**src/rtl/usart_baud_gen.sv**
```systemverilog
module usart_baud_gen #(
  parameter int CD_W     = 16,
  parameter int FP_W     = 3,
  parameter int PRESCALE = 8
) (
  input  logic            clk,
  input  logic            rst_n,
  input  logic            ext_clk_pin,
  input  logic [1:0]      clk_sel,
  input  logic [CD_W-1:0] cd,
  input  logic [FP_W-1:0] fp,
  input  logic            over,
  input  logic            sync_mode,
  output logic            samp_en,
  output logic            baud_en,
  output logic            sck_out
);
  localparam int PRE_W = (PRESCALE > 2) ? $clog2(PRESCALE) : 1;
  localparam logic [PRE_W-1:0] PRE_LAST = PRE_W'(PRESCALE - 1);

  logic [2:0]       pin_sy;
  logic [PRE_W-1:0] pre_cnt;
  logic [CD_W-1:0]  cnt;
  logic [FP_W-1:0]  acc;
  logic [3:0]       os_cnt;
  logic             sck_pos, sck_neg;

  wire ext_tick = pin_sy[1] & ~pin_sy[2];
  wire pre_tick = (pre_cnt == PRE_LAST);
  wire ext_mode = sync_mode && (clk_sel == 2'd3);
  wire run      = (cd != '0) && !ext_mode;

  logic src_tick;
  always_comb begin
    case (clk_sel)
      2'd0:    src_tick = 1'b1;
      2'd1:    src_tick = pre_tick;
      2'd3:    src_tick = ext_tick;
      default: src_tick = 1'b0;
    endcase
  end

  wire [FP_W:0] acc_sum = {1'b0, acc} + {1'b0, fp};
  wire add_one  = acc_sum[FP_W] && !sync_mode;
  wire div_tick = run && src_tick && (cnt == '0);
  wire [3:0] os_top = over ? 4'd7 : 4'd15;
  wire os_last  = (os_cnt >= os_top);
  wire sck_hi   = (cd > CD_W'(1)) && (cnt >= (cd >> 1));
  wire half_fix = (clk_sel == 2'd0) && cd[0];

  always_ff @(posedge clk or negedge rst_n) begin
    if (!rst_n) begin
      pin_sy  <= '0;
      pre_cnt <= '0;
    end else begin
      pin_sy  <= {pin_sy[1:0], ext_clk_pin};
      pre_cnt <= pre_tick ? '0 : pre_cnt + PRE_W'(1);
    end
  end

  always_ff @(posedge clk or negedge rst_n) begin
    if (!rst_n) begin
      cnt <= '0;
      acc <= '0;
    end else if (!run) begin
      cnt <= '0;
      acc <= '0;
    end else if (src_tick) begin
      if (cnt == '0) begin
        cnt <= cd - CD_W'(1) + CD_W'(add_one);
        if (!sync_mode) acc <= acc_sum[FP_W-1:0];
      end else begin
        cnt <= cnt - CD_W'(1);
      end
    end
  end

  always_ff @(posedge clk or negedge rst_n) begin
    if (!rst_n)          os_cnt <= '0;
    else if (sync_mode)  os_cnt <= '0;
    else if (div_tick)   os_cnt <= os_last ? 4'd0 : os_cnt + 4'd1;
  end

  always_ff @(posedge clk or negedge rst_n) begin
    if (!rst_n) sck_pos <= 1'b0;
    else        sck_pos <= sync_mode && !ext_mode && sck_hi;
  end

  always_ff @(negedge clk or negedge rst_n) begin
    if (!rst_n) sck_neg <= 1'b0;
    else        sck_neg <= sck_pos;
  end

  assign samp_en = ext_mode ? ext_tick : div_tick;
  assign baud_en = ext_mode ? ext_tick : (div_tick && (sync_mode || os_last));
  assign sck_out = ext_mode ? pin_sy[1] : (half_fix ? (sck_pos & sck_neg) : sck_pos);

  a_r1_reserved_silent: assert property (@(posedge clk) disable iff (!rst_n)
    (clk_sel == 2'd2) |-> !samp_en);
  a_r5_baud_within_samp: assert property (@(posedge clk) disable iff (!rst_n)
    baud_en |-> samp_en);
  a_r2_no_back_to_back: assert property (@(posedge clk) disable iff (!rst_n)
    (samp_en && !ext_mode && (cd > CD_W'(1))) |=> (ext_mode || !samp_en));
  a_r6_sync_same_enables: assert property (@(posedge clk) disable iff (!rst_n)
    sync_mode |-> (baud_en == samp_en));
  a_r7_pin_high_on_tick: assert property (@(posedge clk) disable iff (!rst_n)
    (ext_mode && samp_en) |-> sck_out);
  a_r10_async_sck_low: assert property (@(posedge clk) disable iff (!rst_n)
    !sync_mode |-> !sck_out);
endmodule

```
**config.mk**
```make
export PLATFORM = sky130hd
export DESIGN_NAME = usart_baud_gen
export DESIGN_NICKNAME = d
export VERILOG_FILES = /design/src/rtl/usart_baud_gen.sv
export SDC_FILE = /design/constraint.sdc
export NUM_CORES = 1
export LEC_CHECK = 0
export BUFFER_PORTS_ARGS = -buffer_cell sky130_fd_sc_hd__clkbuf_2
export CAP_MARGIN = 20
export CORE_MARGIN = 2
export CORE_UTILIZATION = 53
export CTS_BUF_LIST = sky130_fd_sc_hd__clkbuf_4
export DETAILED_ROUTE_END_ITERATION = 10
export GPL_ROUTABILITY_DRIVEN = 0
export PLACE_DENSITY_LB_ADDON = 0.08
export SYNTH_ARGS = -nofsm -noshare
export SYNTH_HDL_FRONTEND = slang
export SYNTH_SLANG_ARGS = --single-unit
```
**constraint.sdc**
```tcl
create_clock -name clk -period 2.28 [get_ports clk]
set_input_delay 0.228 -clock clk [delete_from_list [all_inputs] [get_ports clk]]
set_output_delay 0.228 -clock clk [all_outputs]
set_load 0.01 [all_outputs]
```
==> out/results.tsv, run 1 <==
stage	metric	value	unit
outcome	outcome	complete, but fails checks	
outcome	violations	setup timing	
logic_synthesis	avgSynthCellArea	8.81	um^2
global_route	grt_max_degree	31	
drt	drc	0	
floorplan	initial_utilization	0.546	
floorplan	dieArea	5440	um^2
logic_synthesis	synth-seq-cells	31	
sta	relSlewSlack	0.532	
power_and_ir_drop	p_leak	1.52	nW
worst_hold_path	hold_path_class	in -> reg	
sta	hold_viol_final	0	
finish	drive_above_1_share	0.322	
drt	vias	2647	
finish	final_cell_mix	35 x buf_4, 29 x dfrtp_1, 27 x clkbuf_2	
floorplan	boundaryPins	29	
cts	cts.clk_slew.worst_paths	0.10	ns
setup_path	crit_path_start_kind	flip-flop	
cts	cts_tree	built	
drt	wl	7480	um
job	cap_violations	0	
sta	final.setup.tns	-0.224	ns
setup_path	crit_fanout	1	
setup_path	endpoint_kind	primary output	
sta	setup_ws	-0.162	ns
drt	drt.antenna.violating_nets	0	
floorplan	placementRows	25	
setup_path	crit_arrival	2.21	ns
global_route	grt-ovfl-total	0	
setup_path	cp_data_required_time	2.05	ns
floorplan	coreArea	4720	um^2
sta	finalSetupViolations	2	
finish	final_common_cell	buf_4	
global_route	groute.usage.overall	0.290	
cts	cts_root_buf	clkbuf_4	
drt	firstDrtPassIters	5	
power_and_ir_drop	p_comb_frac	0.553	
logic_synthesis	yosysSeqAreaShare	0.301	
logic_synthesis	synth.distinct_cells	58	
power_and_ir_drop	p_int	1.48	mW
cts	clock_sinks	31	
sta	drv_slew	0	
finish	syn_to_final_growth	30.7	%
sta	worst_slew_pin_slew	0.695	ns
drt	viasPerCell	6.20	
power_and_ir_drop	ir_worst_vdd	0.705	mV
drt	drtIter0Drc	214	
sta	fin_skew	0.0121	ns
cts	cts_buffers	5	
logic_synthesis	yosys_most_used_dff	dfrtp_1	
power_and_ir_drop	p_seq_frac	0.314	
floorplan	dieWidth	73.8	um
cts	clk-insertion-delay-late	0.34	ns
cts	cts_buffer_depth	2	
finish	antennaDiodeCount	0	
logic_synthesis	syn_inst	293	
sta	rsz0062_at_grt	yes	
power_and_ir_drop	power.density	770	nW/um^2
cts	htree_num_levels	2	
setup_path	critical_path_class	reg -> out	
floorplan	die_h	73.8	um
placed_design	place_hpwl	5590	um
placed_design	portBuffers	28	
global_route	grt_antenna_before_repair	0	
drt	wl_per_cell	17.5	um
power_and_ir_drop	pwr-share-clk	0.133	
logic_synthesis	synth_edf_count	0	
logic_synthesis	netlist_area	2580	um^2
logic_synthesis	postSynthNetCount	346	
finish	utilization	0.714	
power_and_ir_drop	switching_share	0.431	
power_and_ir_drop	power.switching	1.12	mW
finish	nNetsFinal	412	
global_route	grt_pass1_wl	12100	um
logic_synthesis	yosys_warnings	0	
logic_synthesis	async_reset_ff_frac	1.00	
global_route	grt_pass1_vias	2514	
[per-stage QoR]
| stage | worst slack [ns] | power [mW] | cells | instance area, um^2 | hold slack [ns] |
|---|---|---|---|---|---|
| global placement | -0.0674 | 2.06 | 409 | 3030 | 0.326 |
| CTS | -0.188 | 2.47 | 423 | 3200 | 0.157 |
| detailed placement | -0.130 | 2.07 | 409 | 3030 | 0.319 |
| floorplan | 0.0198 | 1.61 | 293 | 2620 | -0.0676 |
| global route | -0.252 | 2.80 | 427 | 3370 | 0.175 |
| finish | -0.162 | 2.60 | 427 | 3370 | 0.166 |
[cell families (layout without fill, tap and decap cells)]
logic type,after synthesis,count (layout),synth area share
simple gates,104,104,0.239
compound gates,85,85,0.224
flops,31,31,0.301
buf+inv,31,98,0.0494
fa+ha+maj,27,27,0.134
xor+xnor,11,11,0.0373
mux,4,4,0.0155
[final timing paths]
| kind | startpoint | endpoint | slack, ns | cells past startpoint |
|---|---|---|---|---|
| hold / removal | sync_mode | os_cnt[2]$_DFFE_PN0P_ | 0.17 | 2 |
| setup reg to reg | acc[1]$_DFFE_PN0P_ | cnt[8]$_DFFE_PN0P_ | 0.01 | 13 |
| hold reg to reg | pin_sy[0]$_DFF_PN0_ | pin_sy[1]$_DFF_PN0_ | 0.38 | 0 |
| min in group asynchronous | rst_n | cnt[15]$_DFFE_PN0P_ | 0.51 | 3 |
| max in group asynchronous | rst_n | sck_neg$_DFF_NN0_ | 0.87 | 2 |
| setup / recovery | sck_neg$_DFF_NN0_ | sck_out | -0.16 | 3 |
[synth_stat cells, types with 5 or more instances]
library cell,number,area [um^2]
a21oi_1,21,105
clkbuf_1,7,26.3
a21o_1,5,37.5
o21ai_0,19,95.1
a211oi_1,7,52.6
xnor2_1,10,87.6
ha_1,26,325
nor2_1,18,67.6
dfrtp_1,30,751
inv_1,20,75.1
nand2_1,14,52.6
nand3_1,11,55.1
nand4_1,9,56.3
nor3_1,9,45.0
nor4_1,8,50.1
[worst max-delay path, stage by stage, from the launching register on]
cell and delay, ns:
dfrtn_1 0.34, o41ai_2 0.19, o21ai_1 0.08, clkbuf_2 0.13
[layer usage]
metal	GRT usage	routed length (um)
met1	0.407	3270
met2	0.441	3500
met3	0.0357	450
met4	0.135	260
met5	0	0
[final cells by class]
cell class	instances	area (um^2)
flip-flops and latches	31	777
inverters	20	75.1
well taps	67	83.8
repair buffers	70	479
clock inverters	1	5.00
clock buffers	7	52.6
multi-input cells	231	1900
fillers	358	1350
[power groups by stage]
| stage | Combinational (mW) | Sequential [mW] | Clock (mW) |
|---|---|---|---|
| floorplan | 0.801 | 0.808 | 0 |
| global placement | 1.24 | 0.814 | 0 |
| detailed placement | 1.26 | 0.813 | 0 |
| CTS | 1.32 | 0.804 | 0.347 |
| global route | 1.60 | 0.826 | 0.372 |
| finish | 1.44 | 0.815 | 0.347 |
[state kept, by name, indices dropped and copies added, names as in the netlist]
register / flops
pre_cnt: 3
cnt: 16
acc: 3
os_cnt: 4
pin_sy: 3
sck_neg: 1
sck_pos: 1
[timing repair]
item | 4_1_cts | 5_1_grt
endpoints found under the hold margin | 31 | 0
setup endpoints to repair | 13 | 16
hold buffers | 2 | 0
buffers inserted | 4 | 5
cloned | 0 | 0
pin swaps | 9 | 27
gates resized for setup | 18 | 29
Power figures use the tool's default switching activity.
==> run 2, diff against run 1 <==
CTS_BUF_LIST = sky130_fd_sc_hd__clkbuf_4 sky130_fd_sc_hd__clkbuf_8   (was sky130_fd_sc_hd__clkbuf_4)
==> run 2 against run 1 <==
- the flow still finishes with violations (setup timing)
- sequential share of layout area is 0.17 points higher
- clock skew shrank 0.0068 ns
- final area is 0.74% lower
- largest cell class unchanged
- non-clock buffer count down 4
- sequential power barely moved
- first-iteration DRC count up 17%
- largest power group unchanged
- routed wire length decreased by 1.3%
- critical endpoint unchanged
- combinational power hardly changed
- global-route usage down 0.11 points
- via count down 1.6%
==> out/results.tsv, run 2 (same netlist as run 1, synthesis figures left out) <==
stage	metric	value	unit
outcome	outcome	complete, but fails checks	
outcome	violations	setup timing	
placed_design	portBuffers	28	
floorplan	die_h	73.8	um
sta	drv_slew	0	
setup_path	r2r_end	cnt[6]$_DFFE_PN0P_	
sta	worst_slew_pin_slew	0.651	ns
setup_path	crit_arrival	2.17	ns
global_route	grt_pass1_vias	2460	
floorplan	dieWidth	73.8	um
placed_design	place_hpwl	5590	um
cts	clock_sinks	31	
power_and_ir_drop	ir_worst_vdd	0.684	mV
finish	drive_above_1_share	0.317	
global_route	groute.usage.overall	0.289	
worst_hold_path	hold_path_class	in -> async	
cts	cts_buffer_depth	2	
floorplan	placementRows	25	
finish	antennaDiodeCount	0	
sta	setup_ws	-0.114	ns
cts	cts_root_buf	clkbuf_8	
setup_path	critical_path.cell_chain	o41ai_2 -> o21ai_1 -> clkbuf_2	
floorplan	initial_utilization	0.546	
cts	cts_tree	built	
sta	relSlewSlack	0.562	
sta	fin_skew	0.00529	ns
finish	largest_reg_flops	16	
job	cap_violations	0	
sta	rsz0062_at_grt	yes	
cts	cts.clk_slew.worst_paths	0.07	ns
finish	final_common_cell	buf_4	
drt	wl_per_cell	17.5	um
setup_path	crit_fanout	1	
drt	firstDrtPassIters	5	
setup_path	path_buf_inv	1	
sta	final.setup.tns	-0.114	ns
sta	finalSetupViolations	1	
global_route	grt-ovfl-total	0	
drt	drtIter0Drc	251	
floorplan	boundaryPins	29	
setup_path	crit_path_start_kind	flip-flop	
global_route	grt_max_degree	31	
global_route	grt_antenna_before_repair	0	
setup_path	r2r_start	acc[1]$_DFFE_PN0P_	
finish	final_cell_mix	36 x buf_4, 29 x dfrtp_1, 27 x clkbuf_2	
setup_path	endpoint_kind	primary output	
cts	htree_num_levels	2	
drt	wl	7380	um
setup_path	cpMaxStageDelayCell	dfrtn_1	
setup_path	reg2regPathDepth	12	
finish	multiInputGateArea	1890	um^2
floorplan	coreArea	4720	um^2
drt	drc	0	
finish	seq_area	777	um^2
finish	top_register	cnt	
setup_path	cp_data_required_time	2.05	ns
finish	utilization	0.709	
setup_path	crit_family	flip-flops	
cts	cts_hold_buf	0	
sta	hold_viol_final	0	
power_and_ir_drop	p_leak	1.51	nW
cts	cts_buffers	5	
setup_path	max_stage_delay	0.33	ns
power_and_ir_drop	power.density	806	nW/um^2
cts	clk-insertion-delay-late	0.29	ns
drt	viasPerCell	6.16	
finish	fill_cells	369	
drt	drt.antenna.violating_nets	0	
setup_path	r2r_slack	0.02	ns
setup_path	critical_path_class	reg -> out	
finish	nNetsFinal	408	
global_route	grt_pass1_wl	12100	um
finish	syn_to_final_growth	29.8	%
drt	vias	2605	
finish	top_regs	cnt x16, os_cnt x4	
floorplan	dieArea	5440	um^2
## run 2: cell types whose count changed in the layout (fill, tap and decap cells not counted), sizes merged
cell / previous run / this run
buf: 41 / 39
dlygate4sd3: 2 / 0
## run 2: power by group
group          switching [mW]  leakage, nW  internal (mW)
logic                   0.770         1.05          0.658
registers               0.144        0.406          0.672
clock network           0.216       0.0491          0.238
total                    1.13         1.51           1.57
## run 2: per-stage QoR
stage | total power [mW] | setup WS (ns) | instance area (um^2) | hold WS, ns | cells
2_1_floorplan | 1.61 | 0.0198 | 2620 | -0.0676 | 293
3_3_place_gp | 2.06 | -0.0674 | 3030 | 0.326 | 409
3_5_place_dp | 2.07 | -0.130 | 3030 | 0.319 | 409
4_1_cts | 2.58 | -0.144 | 3220 | 0.0162 | 420
5_1_grt | 2.89 | -0.205 | 3350 | 0.0408 | 423
6_report | 2.70 | -0.114 | 3350 | 0.00548 | 423
## run 2: how the worst max path moves through the flow
stage,startpoint,to,slack [ns],cells after the start
6_report,sck_neg$_DFF_NN0_,sck_out,-0.11,3
3_5_place_dp,acc[1]$_DFFE_PN0P_,cnt[6]$_DFFE_PN0P_,-0.13,11
3_3_place_gp,acc[1]$_DFFE_PN0P_,cnt[6]$_DFFE_PN0P_,-0.07,11
4_1_cts,sck_neg$_DFF_NN0_,sck_out,-0.14,3
2_1_floorplan,acc[1]$_DFFE_PN0P_,cnt[13]$_DFFE_PN0P_,0.02,11
5_1_grt,sck_neg$_DFF_NN0_,sck_out,-0.21,3
## run 2: area by class of cell
| class | instances | area share |
|---|---|---|
| multi-input cells | 231 | 0.565 |
| flip-flops and latches | 31 | 0.232 |
| repair buffers | 66 | 0.129 |
| clock buffers | 7 | 0.0250 |
| well taps | 67 | 0.0250 |
| inverters | 20 | 0.0224 |
| clock inverters | 1 | 0.00149 |
## run 2: timing repair
| action | 4_1_cts | 5_1_grt |
|---|---|---|
| resized for setup | 20 | 22 |
| setup buffers | 3 | 4 |
| gates cloned | 0 | 0 |
| pin swaps | 10 | 24 |
| endpoints found under the setup margin | 12 | 16 |
## run 2: layer usage
metal,vias to the layer above,GRT usage,part of all wire
met5,-,0,0
met4,0,0.117,0.033
met3,23,0.0329,0.050
met2,93,0.448,0.48
met1,1247,0.408,0.44
li1,1242,-,-
==> run 3, diff against run 2 <==
PLACE_DENSITY = 0.76   (was unset)
PLACE_DENSITY_LB_ADDON = unset   (was 0.08)
==> run 3 against run 2 <==
- critical path type unchanged
- sequential power decreased by 1%
- clock power up 26%
- the flow finishes with violations (hold timing, setup timing)
- clock skew rose by 0.00088 ns
- via count increased by 7.1%
- cell count decreased by 1.7%
- routed wire length is 5.3% higher
==> out/results.tsv, run 3 (same netlist as run 1, synthesis figures left out) <==
stage	metric	value	unit
finish	multiInputGateArea	1890	um^2
floorplan	placementRows	25	
sta	fin_skew	0.00616	ns
cts	cts_buffer_depth	2	
floorplan	initial_utilization	0.546	
global_route	grt_pass1_wl	12300	um
drt	drtIter0Drc	368	
drt	viasPerCell	6.71	
sta	rsz0062_at_grt	yes	
cts	cts_root_buf	clkbuf_8	
outcome	outcome	complete, but fails checks	
global_route	grt_pass1_vias	2613	
finish	top_regs	cnt x16, os_cnt x4	
finish	nNetsFinal	401	
floorplan	coreArea	4720	um^2
global_route	groute.usage.overall	0.293	
finish	top_register	cnt	
setup_path	cp_data_required_time	2.05	ns
floorplan	dieArea	5440	um^2
setup_path	crit_path_start_kind	flip-flop	
outcome	violations	hold timing, setup timing	
finish	largest_reg_flops	16	
finish	final_common_cell	dfrtp_1	
finish	fill_cells	350	
drt	drc	0	
sta	relSlewSlack	0.558	
setup_path	r2r_start	acc[1]$_DFFE_PN0P_	
global_route	grt-ovfl-total	0	
finish	seq_area	776	um^2
sta	worst_slew_pin_slew	0.658	ns
drt	drt.antenna.violating_nets	0	
cts	cts_buffers	5	
cts	htree_num_levels	2	
power_and_ir_drop	ir_worst_vdd	0.785	mV
finish	antennaDiodeCount	0	
drt	wl	7770	um
global_route	grt_antenna_before_repair	0	
drt	wl_per_cell	18.7	um
drt	vias	2790	
finish	final_cell_mix	30 x dfrtp_1, 29 x buf_4, 27 x clkbuf_2	
power_and_ir_drop	p_leak	1.49	nW
finish	stdcell_area	3320	um^2
placed_design	placed_area	2990	um^2
setup_path	r2r_slack	-0.06	ns
drt	firstDrtPassIters	6	
setup_path	crit_fanout	1	
floorplan	die_h	73.8	um
floorplan	boundaryPins	29	
sta	setup_ws	-0.231	ns
finish	drive_above_1_share	0.304	
worst_hold_path	hold_path_class	in -> async	
floorplan	dieWidth	73.8	um
job	cap_violations	0	
sta	finalSetupViolations	4	
cts	clk-insertion-delay-late	0.29	ns
setup_path	crit_arrival	2.28	ns
cts	clock_sinks	31	
cts	cts.clk_slew.worst_paths	0.07	ns
setup_path	endpoint_kind	primary output	
setup_path	critical_path_class	reg -> out	
cts	cts_tree	built	
finish	syn_to_final_growth	28.6	%
sta	fin_hold_ws	-0.0175	ns
global_route	grt_max_degree	31	
setup_path	startpoint	sck_neg$_DFF_NN0_	
power_and_ir_drop	power.density	855	nW/um^2
sta	drv_slew	0	
sta	hold_viol_final	19	
placed_design	place_hpwl	5600	um
placed_design	portBuffers	28	
power_and_ir_drop	power	2.84	mW
## run 3: changes by cell type in the layout (fill, tap and decap cells not counted), moves of 2 or more
cell	delta
ha_1	+3
buf_4	-7
ha_4	-2
xnor2_2	+3
nor4_2	+2
nor4_4	-2
clkbuf_4	-2
xnor2_1	-3
## run 3: report_power, final
part	total (mW)	leakage, nW	internal (mW)	switching [mW]
Clock	0.573	0.0612	0.354	0.219
Sequential	0.805	0.407	0.670	0.135
Combinational	1.46	1.02	0.645	0.814
## run 3: final timing paths
kind,depth (start not counted),to
worst max-delay path,3,sck_out
min in group clk,1,pin_sy[0]$_DFF_PN0_
worst min-delay path,2,cnt[9]$_DFFE_PN0P_
worst max register to register,13,cnt[8]$_DFFE_PN0P_
max in group asynchronous,1,sck_neg$_DFF_NN0_
worst min register to register,0,pin_sy[1]$_DFF_PN0_
## run 3: stage by stage
stage          cells  setup slack [ns]  TNS, ns   util  hold slack (ns)
2_1_floorplan    293            0.0198        0      -          -0.0676
3_3_place_gp     403           -0.0643   -0.133  0.631            0.312
3_5_place_dp     404            -0.113   -0.377  0.633            0.309
4_1_cts          414            -0.161   -0.261  0.678          0.00615
5_1_grt          416            -0.238    -1.43  0.703           0.0382
6_report         416            -0.231   -0.320  0.703          -0.0175
## run 3: cell type report
class                   instances  share of cell area
multi-input cells             231               0.568
inverters                      20              0.0226
repair buffers                 59               0.115
clock inverters                 2              0.0106
clock buffers                   6              0.0249
well taps                      67              0.0253
flip-flops and latches         31               0.234
## run 3: critical path, stage by stage (launching register included)
cell and delay (ns):
dfrtn_1 0.36, o41ai_2 0.24, o21ai_1 0.12, clkbuf_2 0.14
## run 3: repair_timing
item                                    in CTS  in global routing
buffers inserted                             2                  2
cloned                                       0                  0
hold buffers                                 0                  0
pin swaps                                   11                 18
endpoints found under the setup margin      12                 16
resized for setup                           19                 21
## run 3: routing by layer
metal / global-route usage / vias to the layer above / part of all wire
met5: 0 / - / 0
met4: 0.143 / 0 / 0.052
met3: 0.0672 / 60 / 0.094
met2: 0.469 / 204 / 0.48
met1: 0.369 / 1292 / 0.38
li1: - / 1234 / -
